==> src/rtl/rr_pkg.sv <==
package rr_pkg;
    typedef enum logic [1:0] {
        ST_FETCH,
        ST_ARMED,
        ST_STALLED,
        ST_FINISHED
    } rr_state_e;

    localparam logic [7:0] WR_FILL_BYTE = 8'h0A;
    localparam int NUM_CNT = 3;
endpackage

==> src/rtl/rr_sched.sv <==
module rr_sched #(
    parameter int TW = 32
) (
    input  logic          clk,
    input  logic          rst_n,
    input  logic          load,
    input  logic          sent,
    input  logic [TW-1:0] tick_now,
    input  logic [TW-1:0] time_offset,
    input  logic [TW-1:0] rec_stamp,
    output logic [TW-1:0] target,
    output logic          order_err
);
    logic          first_q;
    logic [TW-1:0] prev_stamp_q;
    logic [TW-1:0] base_q;
    logic [TW-1:0] target_q;
    logic          err_q;

    always_ff @(posedge clk) begin
        if (!rst_n) begin
            first_q      <= 1'b1;
            prev_stamp_q <= '0;
            base_q       <= '0;
            target_q     <= '0;
            err_q        <= 1'b0;
        end else begin
            if (sent) begin
                base_q <= tick_now;
            end
            if (load) begin
                prev_stamp_q <= rec_stamp;
                first_q      <= 1'b0;
                if (first_q) begin
                    target_q <= (rec_stamp >= time_offset) ? rec_stamp - time_offset : '0;
                end else if (rec_stamp >= prev_stamp_q) begin
                    target_q <= base_q + (rec_stamp - prev_stamp_q);
                end else begin
                    target_q <= base_q;
                    err_q    <= 1'b1;
                end
            end
        end
    end

    assign target    = target_q;
    assign order_err = err_q;

    assert_err_sticky_R4: assert property (@(posedge clk) disable iff (!rst_n)
        err_q |=> err_q);
endmodule

==> src/rtl/rr_payload.sv <==
module rr_payload #(
    parameter int AW = 32,
    parameter int SW = 8,
    parameter int FW = 8,
    parameter int PW = 32,
    parameter int DB = 8
) (
    input  logic          clk,
    input  logic          rst_n,
    input  logic          load,
    input  logic          rec_write,
    input  logic [AW-1:0] rec_addr,
    input  logic [SW-1:0] rec_size,
    input  logic          rec_has_flags,
    input  logic [FW-1:0] rec_flags,
    input  logic          rec_has_pc,
    input  logic [PW-1:0] rec_pc,
    output logic          req_write,
    output logic [AW-1:0] req_addr,
    output logic [SW-1:0] req_size,
    output logic [FW-1:0] req_flags,
    output logic [PW-1:0] req_pc,
    output logic [8*DB-1:0] req_data
);
    import rr_pkg::*;

    always_ff @(posedge clk) begin
        if (!rst_n) begin
            req_write <= 1'b0;
            req_addr  <= '0;
            req_size  <= '0;
            req_flags <= '0;
            req_pc    <= '0;
        end else if (load) begin
            req_write <= rec_write;
            req_addr  <= rec_addr;
            req_size  <= rec_size;
            req_flags <= rec_has_flags ? rec_flags : '0;
            req_pc    <= rec_has_pc ? rec_pc : '0;
        end
    end

    for (genvar b = 0; b < DB; b++) begin : g_fill
        assign req_data[8*b +: 8] = req_write ? WR_FILL_BYTE : 8'h00;
    end
endmodule

==> src/rtl/rr_counter.sv <==
module rr_counter #(
    parameter int CW = 16
) (
    input  logic          clk,
    input  logic          rst_n,
    input  logic          inc,
    output logic [CW-1:0] count
);
    always_ff @(posedge clk) begin
        if (!rst_n) begin
            count <= '0;
        end else if (inc && (count != {CW{1'b1}})) begin
            count <= count + 1'b1;
        end
    end
endmodule

==> src/rtl/req_replayer.sv <==
module req_replayer #(
    parameter int TW = 32,
    parameter int AW = 32,
    parameter int SW = 8,
    parameter int FW = 8,
    parameter int PW = 32,
    parameter int DB = 8,
    parameter int CW = 16
) (
    input  logic            clk,
    input  logic            rst_n,
    input  logic [TW-1:0]   tick_now,
    input  logic [TW-1:0]   time_offset,
    input  logic            rec_valid,
    output logic            rec_ready,
    input  logic            rec_eos,
    input  logic            rec_write,
    input  logic [AW-1:0]   rec_addr,
    input  logic [SW-1:0]   rec_size,
    input  logic            rec_has_flags,
    input  logic [FW-1:0]   rec_flags,
    input  logic            rec_has_pc,
    input  logic [PW-1:0]   rec_pc,
    input  logic [TW-1:0]   rec_stamp,
    output logic            req_valid,
    input  logic            req_ready,
    output logic            req_write,
    output logic [AW-1:0]   req_addr,
    output logic [SW-1:0]   req_size,
    output logic [FW-1:0]   req_flags,
    output logic [PW-1:0]   req_pc,
    output logic [8*DB-1:0] req_data,
    input  logic            retry_in,
    input  logic            rsp_valid,
    output logic            rsp_ready,
    output logic            trace_done,
    output logic            order_err,
    output logic [CW-1:0]   cnt_attempts,
    output logic [CW-1:0]   cnt_first_fail,
    output logic [CW-1:0]   cnt_retry_ok
);
    import rr_pkg::*;

    rr_state_e     state_q, state_d;
    logic [TW-1:0] target;
    logic          due, pop, load_rec, sent;
    logic [NUM_CNT-1:0] inc_vec;
    logic [CW-1:0] cnt_arr [NUM_CNT];

    assign due      = (tick_now >= target);
    assign pop      = rec_valid && rec_ready;
    assign load_rec = pop && !rec_eos;
    assign sent     = req_valid && req_ready;

    always_ff @(posedge clk) begin
        if (!rst_n) state_q <= ST_FETCH;
        else        state_q <= state_d;
    end

    always_comb begin
        state_d = state_q;
        unique case (state_q)
            ST_FETCH:    if (pop) state_d = rec_eos ? ST_FINISHED : ST_ARMED;
            ST_ARMED:    if (due) state_d = req_ready ? ST_FETCH : ST_STALLED;
            ST_STALLED:  if (retry_in && req_ready) state_d = ST_FETCH;
            ST_FINISHED: state_d = ST_FINISHED;
            default:     state_d = ST_FETCH;
        endcase
    end

    always_comb begin
        rec_ready  = 1'b0;
        req_valid  = 1'b0;
        trace_done = 1'b0;
        inc_vec    = '0;
        unique case (state_q)
            ST_FETCH:    rec_ready = 1'b1;
            ST_ARMED: begin
                req_valid  = due;
                inc_vec[0] = due;
                inc_vec[1] = due && !req_ready;
            end
            ST_STALLED: begin
                req_valid  = retry_in;
                inc_vec[2] = retry_in && req_ready;
            end
            ST_FINISHED: trace_done = 1'b1;
            default: ;
        endcase
    end

    assign rsp_ready = 1'b1;

    rr_sched #(.TW(TW)) sched_i (
        .clk(clk), .rst_n(rst_n), .load(load_rec), .sent(sent),
        .tick_now(tick_now), .time_offset(time_offset), .rec_stamp(rec_stamp),
        .target(target), .order_err(order_err)
    );

    rr_payload #(.AW(AW), .SW(SW), .FW(FW), .PW(PW), .DB(DB)) payload_i (
        .clk(clk), .rst_n(rst_n), .load(load_rec),
        .rec_write(rec_write), .rec_addr(rec_addr), .rec_size(rec_size),
        .rec_has_flags(rec_has_flags), .rec_flags(rec_flags),
        .rec_has_pc(rec_has_pc), .rec_pc(rec_pc),
        .req_write(req_write), .req_addr(req_addr), .req_size(req_size),
        .req_flags(req_flags), .req_pc(req_pc), .req_data(req_data)
    );

    for (genvar c = 0; c < NUM_CNT; c++) begin : g_cnt
        rr_counter #(.CW(CW)) cnt_i (
            .clk(clk), .rst_n(rst_n), .inc(inc_vec[c]), .count(cnt_arr[c])
        );
    end

    assign cnt_attempts   = cnt_arr[0];
    assign cnt_first_fail = cnt_arr[1];
    assign cnt_retry_ok   = cnt_arr[2];

    assert_hold_quiet_R5: assert property (@(posedge clk) disable iff (!rst_n)
        (req_valid && !req_ready) |=> (!req_valid || retry_in));
    assert_hold_stable_R5: assert property (@(posedge clk) disable iff (!rst_n)
        (req_valid && !req_ready) |=> $stable({req_write, req_addr, req_size, req_flags, req_pc}));
    assert_done_final_R9: assert property (@(posedge clk) disable iff (!rst_n)
        trace_done |=> (trace_done && !req_valid && !rec_ready));
    assert_wr_fill_R7: assert property (@(posedge clk) disable iff (!rst_n)
        (req_valid && req_write) |-> (req_data == {DB{WR_FILL_BYTE}}));
    assert_rsp_taken_R8: assert property (@(posedge clk) disable iff (!rst_n)
        rsp_valid |-> rsp_ready);
    assert_fail_bound_R11: assert property (@(posedge clk) disable iff (!rst_n)
        cnt_first_fail <= cnt_attempts);
endmodule

==> config.mk <==
export PLATFORM = sky130hd
export DESIGN_NAME = req_replayer
export DESIGN_NICKNAME = d
export VERILOG_FILES = /design/src/rtl/rr_pkg.sv /design/src/rtl/rr_sched.sv /design/src/rtl/rr_payload.sv /design/src/rtl/rr_counter.sv /design/src/rtl/req_replayer.sv
export SDC_FILE = /design/constraint.sdc
export NUM_CORES = 1
export LEC_CHECK = 0
export CORE_UTILIZATION = 40
export CTS_BUF_LIST = sky130_fd_sc_hd__clkbuf_4 sky130_fd_sc_hd__clkbuf_8 sky130_fd_sc_hd__clkbuf_16
export CTS_CLUSTER_DIAMETER = 60
export CTS_CLUSTER_SIZE = 24
export DETAILED_ROUTE_END_ITERATION = 6
export GPL_TIMING_DRIVEN = 0
export PLACE_DENSITY = 0.67
export SYNTH_ARGS = -nofsm -noshare
export SYNTH_HDL_FRONTEND = slang
export SYNTH_SLANG_ARGS = --single-unit
export TNS_END_PERCENT = 1
==> constraint.sdc <==
create_clock -name clk -period 10.9 [get_ports clk]
set_clock_uncertainty 0.2 [all_clocks]
set_input_delay 1.635 -clock clk [delete_from_list [all_inputs] [get_ports clk]]
set_output_delay 1.635 -clock clk [all_outputs]
set_load 0.02 [all_outputs]
Word level (Yosys, flattened, before mapping)
Cells that the tools add are included.
{"block": "classes", "bitwise_logic": 2, "eq_ne": 9, "add_sub_neg": 6, "n_reduce_logical": 13, "muxes": 17, "order_cmp": 3}
{"cell": "32-bit two-way mux", "n": 4}
{"cell": "32-bit greater-or-equal comparator", "n": 3}
{"cell": "32-bit subtractor", "n": 2}
{"cell": "16-bit by 1-bit adder with 16-bit output (second input constant)", "n": 3}
{"cell": "16-bit != test (second input constant)", "n": 3}
{"cell": "32-bit adder", "n": 1}
{"cell": "2-bit two-way mux", "n": 6}
{"cell": "1-bit logical AND", "n": 8}
{"cell": "8-bit two-way mux", "n": 1}
{"cell": "2-bit one-hot mux with 4 select lines", "n": 1}
{"cell": "2-bit != test (second input constant)", "n": 3}
{"cell": "3-bit AND reduction", "n": 2}
{"cell": "2-bit == test (second input constant)", "n": 2}
{"cell": "4-bit two-way mux", "n": 1}
{"cell": "1-bit two-way mux", "n": 3}
{"cell": "2-bit by 1-bit == test with 1-bit output (second input constant)", "n": 1}
{"cell": "1-bit zero test", "n": 2}
{"cell": "2-bit zero test", "n": 1}
{"cell": "1-bit inverter", "n": 2}
{"cell": "1-bit one-hot mux with 2 select lines", "n": 1}
{"block": "word_totals", "elab_cells": 64, "regBits": 229, "out_inout_bits": 198, "inputBits": 186}

Logic depth before layout (Yosys ltp)
{"block": "logic_depth", "depth_word": 5, "ltp_mapped": 14, "ltp_nobuf": 14}

Cells and area by module
A second synthesis with hierarchy kept.
{"block": "hier_totals", "hier_cells": 1980, "hier_area_um2": 16568.4}
{"mod": "rr_sched", "area_each_um2": 9381.5, "instances": 1, "cells_each": 1170, "seq_area_each_um2": 1961.9}
{"mod": "rr_payload", "area_each_um2": 3621.0, "instances": 1, "cells_each": 376, "seq_area_each_um2": 1621.6}
{"mod": "rr_counter", "area_each_um2": 837.1, "instances": 3, "cells_each": 97, "seq_area_each_um2": 320.3}
{"mod": "req_replayer", "area_each_um2": 1054.8, "instances": 1, "cells_each": 143, "seq_area_each_um2": 40.0}

Worst setup path after synthesis
Ideal clock, no wire load.
{"block": "synth_path", "path_kind": "input -> output", "from": "in tick_now[9]", "to": "out req_valid", "arrival_time_ns": 3.391, "required_ns": 9.065, "path_buffers": 0, "path_stages": 8, "slack_ns": 5.674, "cell_sequence": "ha_1 a21o_1 a21o_1 a21oi_1 o211ai_1 a221o_1 a221o_1 and2_1"}
{"block": "synth_between", "elab_chain_len": 2}
{"item": "start, declared", "line_no": "req_replayer.sv:12", "rtl": "input logic [TW-1:0] tick_now,"}
{"item": "32-bit greater-or-equal comparator", "line_no": "req_replayer.sv:50", "rtl": "assign due = (tick_now >= target);"}
{"item": "1-bit one-hot mux with 2 select lines", "line_no": "req_replayer.sv:76", "rtl": "unique case (state_q)"}
{"item": "end, declared", "line_no": "req_replayer.sv:25", "rtl": "output logic req_valid,"}
No other way between the ends.

Worst setup path after layout
{"block": "layout_path", "from": "in tick_now[5]", "to": "out req_valid"}
Same word-level chain as after synthesis.

==> impl_metrics.sql <==
INSERT INTO impl_metrics (metric_group, metric, value, unit) VALUES
('timing', 'relSlewSlack', '0.258', ''),
('power_and_ir_drop', 'powerDensity', '156', 'mW/mm^2'),
('setup_path', 'critical-path-max-stage-delay', '0.56', 'ns'),
('synthesis', 'post-synth-top-area-fraction', '0.289', ''),
('synthesis', 'top_reg_cell_synth', 'dfxtp_1', ''),
('cts', 'worst_setup_hold_path_clk_slew', '0.07', 'ns'),
('finish', 'layout.cells.most_common_list', '332 x clkdlybuf4s50_1, 269 x nand2_1, 247 x inv_1', ''),
('synthesis', 'synthesis.yosys.warnings', '0', ''),
('grt', 'grt_pass1_wl', '84.6', 'mm'),
('setup_path', 'critical_path_arrival', '4.74', 'ns'),
('power_and_ir_drop', 'power_switching_share', '0.389', ''),
('setup_path', 'cp_required', '9.07', 'ns'),
('cts', 'cts_num_sinks', '229', ''),
('route', 'detail_route.first_pass.iterations', '6', ''),
('route', 'detail_route.drc_violations', '0', ''),
('cts', 'hold_buffers', '0', ''),
('setup_path', 'worst_setup_start_kind', 'primary input', ''),
('route', 'dr.first_iter.drc_count', '1103', ''),
('setup_path', 'r2r-start', 'sched_i.prev_stamp_q[31]', ''),
('timing', 'worst_pin_slew', '1.10', 'ns'),
('setup_path', 'worstPathBufferInverterCount', '2', ''),
('setup_path', 'critPathLaunch', 'tick_now[5]', ''),
('run_status', 'status', 'finished clean', ''),
('synthesis', 'synthDistinctLibCells', '79', ''),
('power_and_ir_drop', 'clkPwrFrac', '0.296', ''),
('floorplanning', 'ios', '384', ''),
('cts', 'cts-buffers-inserted', '29', ''),
('timing', 'min_period', '6.58', 'ns'),
('power_and_ir_drop', 'total_power', '3280', 'uW'),
('setup_path', 'cp-end-kind', 'output pin', ''),
('synthesis', 'synth.largest_area_cell', 'dfxtp_1', ''),
('floorplanning', 'die_w', '201', 'um'),
('timing', 'achievable-frequency', '152', 'MHz'),
('synthesis', 'synth-async-reset-ratio', '0', ''),
('power_and_ir_drop', 'comb_power_share', '0.409', ''),
('worst_hold_path', 'hold_path_class', 'reg -> reg', ''),
('worst_hold_path', 'hp-start', 'payload_i.req_pc[24]', ''),
('floorplanning', 'die_area', '0.0405', 'sq mm'),
('placement', 'dpl.cell_count', '2943', ''),
('cts', 'root_buffer_cell', 'clkbuf_16', ''),
('power_and_ir_drop', 'seq_power_share', '0.295', ''),
('grt', 'overflow', '0', ''),
('setup_path', 'cpMaxStageDelayCell', 'clkdlybuf4s50_1', ''),
('cts', 'cts_max_level', '1', ''),
('route', 'drtAntennaViolNets', '0', ''),
('finish', 'drive_gt1_frac', '0.0569', ''),
('timing', 'final_max_slew_viols', '0', ''),
('floorplanning', 'rows', '72', ''),
('synthesis', 'synth.yosys.seq_area_share', '0.289', ''),
('setup_path', 'critical-path-top-delay-family', 'compound AO/OA/AOI/OAI gates', ''),
('setup_path', 'cp_cell_instances', 'clkdlybuf4s50_1 > ha_1 > a2111oi_0 > o21ai_0 > a221o_1 > a221o_1 > and2_1 > clkdlybuf4s50_1', ''),
('route', 'vias', '15800', ''),
('synthesis', 'synth_area_per_cell', '7.75', 'sq um'),
('cts', 'postCtsSetupBuffers', '0', ''),
('grt', 'grt_usage', '0.267', ''),
('power_and_ir_drop', 'vdd.ir_drop.worst', '0.122', 'mV'),
('synthesis', 'synth.ff_latch_count', '229', ''),
('route', 'wire_per_inst', '18.6', 'um'),
('synthesis', 'cell_count_after_synthesis', '2046', ''),
('grt', 'grt_start_max_net_pins', '19', ''),
('timing', 'totalNegativeSetupSlack', '0', 'ns'),
('timing', 'worst_slack_on_hold_paths', '0.249', 'ns'),
('power_and_ir_drop', 'p_int', '2000', 'uW'),
('grt', 'first_global_vias', '15200', ''),
('placement', 'globalplace.congestion', '0.957', ''),
('timing', 'setup-violations-final', '0', ''),
('finish', 'fin_cells', '2999', ''),
('power_and_ir_drop', 'leakagePower', '0.00891', 'uW'),
('cts', 'post_cts.resized_instances', '0', ''),
('cts', 'clock_tree.buffer_depth', '3', ''),
('grt', 'antenna_found_initial', '4', '');
-- per-layer routing --
| metal | GRT usage | wire length (um) |
|---|---|---|
| met3 | 0.0492 | 3960 |
| met4 | 0.121 | 2560 |
| met1 | 0.338 | 23700 |
| met2 | 0.439 | 25600 |
| met5 | 0 | 11 |
-- worst reg2reg max path, delay by kind of cell, from the launching register on --
family	cells	cell delay, ns
AND/OR/NAND/NOR	4	1.61
AO/OA/AOI/OAI	4	0.98
buffers and inverters	2	0.69
adder cells (fa/ha/maj)	1	0.34
flip-flops	1	0.33
multiplexers	1	0.30
-- final timing paths --
| kind | to | slack (ns) | cells past startpoint |
|---|---|---|---|
| worst max-delay path | req_valid | 4.32 | 8 |
| worst min register to register | payload_i.req_pc[24] | 0.25 | 2 |
| worst min-delay path | payload_i.req_pc[24] | 0.25 | 2 |
| worst max register to register | sched_i.target[23] | 6.38 | 12 |
-- registers in the layout, indices dropped and copies added (netlist names), 2 cells and up --
register              count
sched_i.base_q           32
sched_i.prev_stamp_q     32
payload_i.req_pc         32
payload_i.req_flags       8
payload_i.req_addr       32
payload_i.req_size        8
state_q                   2
sched_i.target           32
g_cnt.cnt_i.count        48
-- cell usage after synthesis (all sizes together), types with 5 or more instances --
| master | n |
|---|---|
| a221oi | 6 |
| nor2b | 8 |
| and3 | 25 |
| xor2 | 26 |
| o21ai | 82 |
| clkbuf | 73 |
| xnor2 | 38 |
| nor4 | 11 |
| dfxtp | 229 |
| nand2b | 12 |
| o211ai | 13 |
| and2 | 13 |
| o211a | 7 |
| nand2 | 269 |
| or3 | 18 |
| a21o | 59 |
| a31oi | 15 |
| and4 | 7 |
| a21oi | 225 |
| a21boi | 8 |
| fa | 32 |
| buf | 78 |
| a41oi | 6 |
| a22oi | 9 |
| o21a | 6 |
| ha | 135 |
| a211oi | 10 |
| nor3 | 18 |
| inv | 248 |
| nand4 | 31 |
| o21bai | 12 |
| nand3 | 72 |
| mux2i | 55 |
| o221ai | 5 |
| nor2 | 119 |
-- power by group through the flow --
| stage | Sequential, uW | Combinational, uW | Clock, uW |
|---|---|---|---|
| finish | 968 | 1340 | 970 |
| global route | 977 | 1470 | 1020 |
| CTS | 967 | 1320 | 985 |
| detailed placement | 986 | 1320 | 0 |
| global placement | 983 | 1300 | 0 |
| floorplan | 1000 | 845 | 0 |
-- final cells by class --
class	instances	area, sq um
fill	3749	17900
multi-input combinational	1465	9700
sequential	229	4580
timing repair buffer	332	3320
inverter	248	933
buffer	151	820
clock buffer	34	776
tap	518	648
clock inverter	19	178
antenna	3	7.51
-- cell families after synthesis --
logic type | synth area share
and+or+nand+nor | 0.179
AOI/OAI and AO/OA | 0.202
buffers and inverters | 0.111
DFF | 0.289
adders and majority gates | 0.147
xor gates and xnor gates | 0.0353
muxes | 0.0368
other | 0.000473
-- stage by stage --
| stage | cell area, sq um | setup WS (ns) |
|---|---|---|
| detailed placement | 20000 | 4.36 |
| global route | 21000 | 4.18 |
| CTS | 21000 | 4.35 |
| finish | 21000 | 4.32 |
| floorplan | 16000 | 5.67 |
| global placement | 20000 | 4.34 |
Power figures use the tool's default switching activity.
